[src/rtl/gsp_pkg.sv]
package gsp_pkg;
  localparam int unsigned GSP_AW      = 8;
  localparam int unsigned GSP_DW      = 8;
  localparam int unsigned GSP_BIT     = 6;
  localparam logic [7:0]  GSP_A_DAT   = 8'h01;
  localparam logic [7:0]  GSP_A_DIR   = 8'h05;
  localparam logic [7:0]  GSP_A_PDI   = 8'h11;

  typedef struct packed {
    logic dat;
    logic dir;
    logic pdi;
  } gsp_cfg_t;
endpackage

[src/rtl/gsp_sync.sv]
module gsp_sync #(
  parameter int unsigned STAGES  = 2,
  parameter logic        RST_VAL = 1'b0
) (
  input  logic clk,
  input  logic rst_n,
  input  logic d,
  output logic q
);
  logic [STAGES-1:0] sr_q;
  logic [STAGES-1:0] sr_nxt;

  generate
    if (STAGES > 1) begin : g_multi
      always_comb sr_nxt = {sr_q[STAGES-2:0], d};
    end else begin : g_single
      always_comb sr_nxt = d;
    end
  endgenerate

  always_ff @(posedge clk or negedge rst_n) begin
    if (!rst_n) sr_q <= {STAGES{RST_VAL}};
    else        sr_q <= sr_nxt;
  end

  assign q = sr_q[STAGES-1];
endmodule

[src/rtl/gsp_regs.sv]
module gsp_regs
  import gsp_pkg::*;
#(
  parameter int unsigned    AW    = GSP_AW,
  parameter int unsigned    DW    = GSP_DW,
  parameter int unsigned    BIT   = GSP_BIT,
  parameter logic [AW-1:0]  A_DAT = AW'(GSP_A_DAT),
  parameter logic [AW-1:0]  A_DIR = AW'(GSP_A_DIR),
  parameter logic [AW-1:0]  A_PDI = AW'(GSP_A_PDI)
) (
  input  logic          clk,
  input  logic          rst_n,
  input  logic          wr,
  input  logic [AW-1:0] addr,
  input  logic [DW-1:0] wdata,
  output gsp_cfg_t      cfg_q
);
  logic     we_dat, we_dir, we_pdi;
  logic     wbit;
  logic     unused_wbits;
  gsp_cfg_t cfg_nxt;

  assign wbit         = wdata[BIT];
  assign unused_wbits = ^wdata;

  // decoded clock enables, one per field
  always_comb begin
    we_dat = wr && (addr == A_DAT);
    we_dir = wr && (addr == A_DIR);
    we_pdi = wr && (addr == A_PDI);
  end

  always_comb begin
    cfg_nxt = cfg_q;
    if (we_dat) cfg_nxt.dat = wbit;
    if (we_dir) cfg_nxt.dir = wbit;
    if (we_pdi) cfg_nxt.pdi = wbit;
  end

  always_ff @(posedge clk or negedge rst_n) begin
    if (!rst_n) begin
      cfg_q <= '0;
    end else if (we_dat || we_dir || we_pdi) begin
      cfg_q <= cfg_nxt;
    end
  end
endmodule

[src/rtl/gsp_pinctl.sv]
module gsp_pinctl
  import gsp_pkg::*;
#(
  parameter int unsigned    AW    = GSP_AW,
  parameter int unsigned    DW    = GSP_DW,
  parameter int unsigned    BIT   = GSP_BIT,
  parameter logic [AW-1:0]  A_DAT = AW'(GSP_A_DAT),
  parameter logic [AW-1:0]  A_DIR = AW'(GSP_A_DIR)
) (
  input  gsp_cfg_t      cfg,
  input  logic          ser_en,
  input  logic          mask_pd_off,
  input  logic          pad_in,
  input  logic          pad_sync,
  input  logic [AW-1:0] addr,
  output logic          pad_oe,
  output logic          pad_out,
  output logic          pd_en,
  output logic          ser_din,
  output logic [DW-1:0] rd_data
);
  logic cpu_owns;

  // the serial takeover overrides only the pad side, never the registers
  assign cpu_owns = !ser_en;

  always_comb begin
    pad_oe  = cpu_owns && cfg.dir;
    pad_out = cfg.dat;
    pd_en   = cpu_owns && !cfg.dir && !cfg.pdi && !mask_pd_off;
    ser_din = ser_en && pad_in;
  end

  always_comb begin
    rd_data = '0;
    if (addr == A_DAT)      rd_data[BIT] = cfg.dir ? cfg.dat : pad_sync;
    else if (addr == A_DIR) rd_data[BIT] = cfg.dir;
  end
endmodule

[src/rtl/gpio_ser_pin.sv]
module gpio_ser_pin
  import gsp_pkg::*;
#(
  parameter int unsigned    AW         = GSP_AW,
  parameter int unsigned    DW         = GSP_DW,
  parameter int unsigned    BIT        = GSP_BIT,
  parameter int unsigned    SYNC_DEPTH = 2,
  parameter logic [AW-1:0]  A_DAT      = AW'(GSP_A_DAT),
  parameter logic [AW-1:0]  A_DIR      = AW'(GSP_A_DIR),
  parameter logic [AW-1:0]  A_PDI      = AW'(GSP_A_PDI)
) (
  input  logic          clk,
  input  logic          rst_n,
  input  logic [AW-1:0] bus_addr,
  input  logic          bus_wr,
  input  logic [DW-1:0] bus_wdata,
  output logic [DW-1:0] rd_data,
  input  logic          ser_en,
  input  logic          mask_pd_off,
  input  logic          pad_in,
  output logic          pad_oe,
  output logic          pad_out,
  output logic          pd_en,
  output logic          ser_din
);
  logic     rst_int_n;
  logic     pad_sync;
  gsp_cfg_t cfg_q;

  gsp_sync #(.STAGES(2), .RST_VAL(1'b0)) u_rst_sync (
    .clk(clk), .rst_n(rst_n), .d(1'b1), .q(rst_int_n)
  );

  gsp_sync #(.STAGES(SYNC_DEPTH), .RST_VAL(1'b0)) u_pad_sync (
    .clk(clk), .rst_n(rst_int_n), .d(pad_in), .q(pad_sync)
  );

  gsp_regs #(
    .AW(AW), .DW(DW), .BIT(BIT), .A_DAT(A_DAT), .A_DIR(A_DIR), .A_PDI(A_PDI)
  ) u_regs (
    .clk(clk), .rst_n(rst_int_n), .wr(bus_wr), .addr(bus_addr),
    .wdata(bus_wdata), .cfg_q(cfg_q)
  );

  gsp_pinctl #(
    .AW(AW), .DW(DW), .BIT(BIT), .A_DAT(A_DAT), .A_DIR(A_DIR)
  ) u_pinctl (
    .cfg(cfg_q), .ser_en(ser_en), .mask_pd_off(mask_pd_off),
    .pad_in(pad_in), .pad_sync(pad_sync), .addr(bus_addr),
    .pad_oe(pad_oe), .pad_out(pad_out), .pd_en(pd_en),
    .ser_din(ser_din), .rd_data(rd_data)
  );
endmodule

[config.mk]
export PLATFORM = sky130hd
export DESIGN_NAME = gpio_ser_pin
export DESIGN_NICKNAME = d
export VERILOG_FILES = /design/src/rtl/gsp_pkg.sv /design/src/rtl/gsp_sync.sv /design/src/rtl/gsp_regs.sv /design/src/rtl/gsp_pinctl.sv /design/src/rtl/gpio_ser_pin.sv
export SDC_FILE = /design/constraint.sdc
export NUM_CORES = 1
export LEC_CHECK = 0
export ABC_AREA = 1
export CORE_MARGIN = 3
export CORE_UTILIZATION = 34
export DETAILED_ROUTE_END_ITERATION = 10
export GPL_TIMING_DRIVEN = 0
export PLACE_DENSITY = 0.84
export REMOVE_ABC_BUFFERS = 1
export SKIP_CTS_REPAIR_TIMING = 1
export SYNTH_ARGS = -nofsm -noshare
export SYNTH_HDL_FRONTEND = slang
export SYNTH_SLANG_ARGS = --single-unit
[constraint.sdc]
create_clock -name clk -period 1.8 [get_ports clk]
set_clock_uncertainty 0.2 [all_clocks]
set_input_delay 0.36 -clock clk [delete_from_list [all_inputs] [get_ports clk]]
set_output_delay 0.36 -clock clk [all_outputs]
set_load 0.05 [all_outputs]
==> Word-level counts from Yosys, hierarchy flattened <==
Index checks and enable logic that the tools add are counted.
{ "word_totals": {"register_bits": 7, "in_bits": 22, "output_inout_bits": 12, "word_cells": 28} }
{ "classes": {"n_eq_ne": 3, "muxes": 3, "n_reduce_logical": 17} }
{ "ops": {"columns": ["operator", "count"], "rows": [
  ["8-bit by 1-bit == test with 1-bit output (second input constant)", 1],
  ["8-bit by 3-bit == test with 1-bit output (second input constant)", 1],
  ["8-bit by 5-bit == test with 1-bit output (second input constant)", 1],
  ["1-bit logical AND", 8],
  ["2-bit AND reduction", 3],
  ["1-bit logical NOT", 4],
  ["1-bit 2-to-1 mux", 3],
  ["1-bit logical OR", 2]
]} }

==> Depth between registers and ports, before layout <==
{ "depth": {"word_depth": 5, "mapped_depth": 6, "mapped_depth_nobuf": 6} }

==> Cells and area by module <==
From an unflattened synthesis, not the netlist that was laid out.
{ "hier_totals": {"hier_cells": 72, "area_unflattened_um2": 476.7} }
{ "modules_own_cells": {"columns": ["mod", "instances", "cells_per_inst", "area_per_inst_um2", "seq_area_each_um2"], "rows": [
  ["gsp_regs", 1, 35, 219.0, 75.1],
  ["gsp_pinctl", 1, 32, 153.9, 0.0],
  ["gsp_sync", 2, 2, 50.0, 50.0],
  ["gpio_ser_pin", 1, 1, 3.8, 0.0]
]} }

==> Least setup slack after synthesis <==
Ideal clock, no wire load.
{ "synth_path": {"path_kind": "register to output", "start": "register u_regs.cfg_q[1] (netlist name)", "end": "output pd_en", "arrival_time_ns": 1.959, "t_required_ns": 1.240, "setup_slack_ns": -0.719, "stages_incl_launch_ff": 2, "n_path_buf": 0, "cell_sequence": "dfrtp_1 nor4_1"} }
{ "synth_between": {"elab_chain_cells": 4} }
{ "synth_rtl": {"columns": ["element", "line", "text"], "rows": [
  ["1-bit logical NOT", "gsp_pinctl.sv:30", "pd_en = cpu_owns && !cfg.dir && !cfg.pdi && !mask_pd_off;"],
  ["1-bit logical AND (3 in series)", "gsp_pinctl.sv:30", null],
  ["to (decl)", "gpio_ser_pin.sv:23", "output logic pd_en,"]
]} }
Every way passes these cells.

==> Final worst setup path <==
{ "layout_path": {"start": "input pad_in", "end": "output ser_din"} }
{ "layout_between": {"elab_chain_cells": 1} }
{ "layout_rtl": {"columns": ["element", "line", "text"], "rows": [
  ["from (decl)", "gpio_ser_pin.sv:20", "input logic pad_in,"],
  ["1-bit logical AND", "gsp_pinctl.sv:31", "ser_din = ser_en && pad_in;"],
  ["to (decl)", "gpio_ser_pin.sv:24", "output logic ser_din"]
]} }
Every way passes these cells.

==> reports/metrics.cfg <==
[run_status]
status=complete, no violations

[pwr]
power_density_nw_per_um2=602
worst_ir_drop_vdd_uv=494
leakage_uw=0.000450
power_uw=422

[timing]
slew_viol_final=0
worst_slack_ns=0.0474
slew-limit-headroom=0.667
setup-tns-final_ns=0
finalSetupViolations=0
report.final.hold_viol_count=0
timing.final.crit_share=0.974
max_slew.worst_pin.slew_ns=0.498
period_minus_slack_ns=1.75
timing.fmax_mhz=571

[synth]
synth_warnings=0
syn-mean-instance-area_um2=6.96
register_area_share_after_synthesis=0.393
ys_dominant_reg_cell=sky130_fd_sc_hd__dfrtp_1
distinct_cells_synth=12
synth_top_cells_by_count=sky130_fd_sc_hd__nand2_1, sky130_fd_sc_hd__inv_1, sky130_fd_sc_hd__buf_4, sky130_fd_sc_hd__dfrtp_1, sky130_fd_sc_hd__nor2_2
most_area_hungry_cell_type_in_the_yosys_netlist=sky130_fd_sc_hd__dfrtp_1
edff_count_synth=0
cells_after_synth=64
synth.top_cells.by_area=sky130_fd_sc_hd__dfrtp_1, sky130_fd_sc_hd__nand2_1, sky130_fd_sc_hd__buf_4
ys_async_sr_fraction=1.00
syn-cell-area_um2=445
synth_largest_type_area_fraction=0.393
cell_with_the_most_instances_after_synthesis=sky130_fd_sc_hd__nand2_1
synth_seq_cells=7

[critical_path]
worstSetupPathDepth=4
crit_path_max_incr_delay_ns=0.48
crit_type=in2out
worst-path-max-fanout=2
rr_endpoint=u_regs.cfg_q[1]$_DFFE_PN0P_
critical_path.startpoint_type=input pin
timing.critical_path.max_delay_family=buffers and inverters
reg2reg_setup_slack_ns=0.79
crit_chain=clkdlybuf4s50_1, nand2_1, inv_1, buf_2
r2r.worst_path.cells=1
critical_path.slowest_cell=sky130_fd_sc_hd__clkdlybuf4s50_1
worstPathRequired_ns=1.24
worstPathBufferInverterCount=3
end_kind=output pin
worst_setup_path_startpoint=pad_in
worstPathArrival_ns=1.19
r2r_start=u_rst_sync.sr_q[1]$_DFF_PN0_

[cells_and_area]
antenna-diode-count=0
drive_above_1_share=0.227
final_nets=111
synthToLayoutAreaGrowth_pct=57.3

[place]
place_ws_ns=-0.833
port-buffer-count=19
place_congestion=0.736
detailedPlacementHpwl_um=732

[detailed_routing]
detail-route-antenna-nets=0
dr.pass1.iters=4
detail_route.wirelength.met1_um=419
detailroute.via_count=421
vias_per_cell=4.13
met3_routed_length_um=43
avgRoutedWirePerCell_um=9.46
routed.top_layer=met3
dr_wl_met2_um=502
routed_wirelength_um=965
drc_errors=0
detail_route.iter0.violations=6

[global_route]
initial_antenna_violation_count=0
grt_pass1_vias=323
grt_pass1_wl_mm=1.28
grt-ovfl-total=0
track_usage=0.0943
grt_start_max_net_pins=6

[cts]
cts-htree-levels=1
cts_tree=built
clkTransAtPathRegs_ns=0.05
cts_buffers=3
cts_sinks=7
clock_path_buffers=2
clk_root_buffer_cell=sky130_fd_sc_hd__clkbuf_4
clk-insertion-delay-late_ns=0.24

[die]
chipHeight_um=42.2
std_cell_rows=12
die_w_um=42.2
floorplan.initialDensity=0.380
design.die.area_um2=1780
io_pins=34
fp.coreArea_um2=1170

[hold_path]
worstHoldPathType=in2async

[flow_run]
drv_cap=0

[routing by layer]
layer | GRT usage | vias to the layer above
met1 | 0.107 | 184
met3 | 0.0515 | 0
met4 | 0.0186 | 0
li1 | - | 224
met2 | 0.155 | 13
met5 | 0 | -
[registers in the layout, indices dropped and copies added, names as in the netlist]
name             cells
u_regs.cfg_q         3
u_pad_sync.sr_q      2
u_rst_sync.sr_q      2
[worst max-delay path by stage]
stage	slack, ns	endpoint
detailed placement	-0.83	rd_data[6]
global placement	-0.81	rd_data[6]
floorplan	-0.72	pd_en
global route	-0.04	rd_data[6]
finish	0.05	ser_din
CTS	-0.83	rd_data[6]
[report_power, final]
part	total (uW)	internal (uW)	switching, uW
clock network	137	84.3	52.8
registers	170	166	4.42
logic	115	39.1	75.8
total	422	289	133
[layout by cell type (no fill, tap or decap), drive strengths merged]
master,n
nand3,5
dlymetal6s2s,11
conb,8
nor2,11
clkbuf,5
clkdlybuf4s50,4
inv,9
dfrtp,7
nand3b,1
buf,4
nand2,21
dlygate4sd3,1
nor4,1
[cell type report]
type | instances | area, um^2
fill | 104 | 470
timing repair buffer | 21 | 224
multi-input combinational | 47 | 223
sequential | 7 | 176
inverter | 9 | 33.8
clock buffer | 4 | 26.3
tap | 14 | 17.5
[stage by stage]
stage,utilization,instance area (um^2),hold WS (ns),instances
finish,0.598,701,0.0829,102
detailed placement,0.532,623,-0.128,96
global route,0.598,701,0.0669,102
floorplan,-,415,-0.146,63
CTS,0.554,649,-0.128,100
global placement,0.532,623,-0.129,96
[kinds of logic (layout without fill, tap and decap cells)]
kind of cell	count (synthesis)	after routing	share of synthesized area
other	2	8	0.0169
and+or+nand+nor	39	39	0.396
DFF	7	7	0.393
buffers and inverters	16	34	0.194
Power figures use the tool's default switching activity.
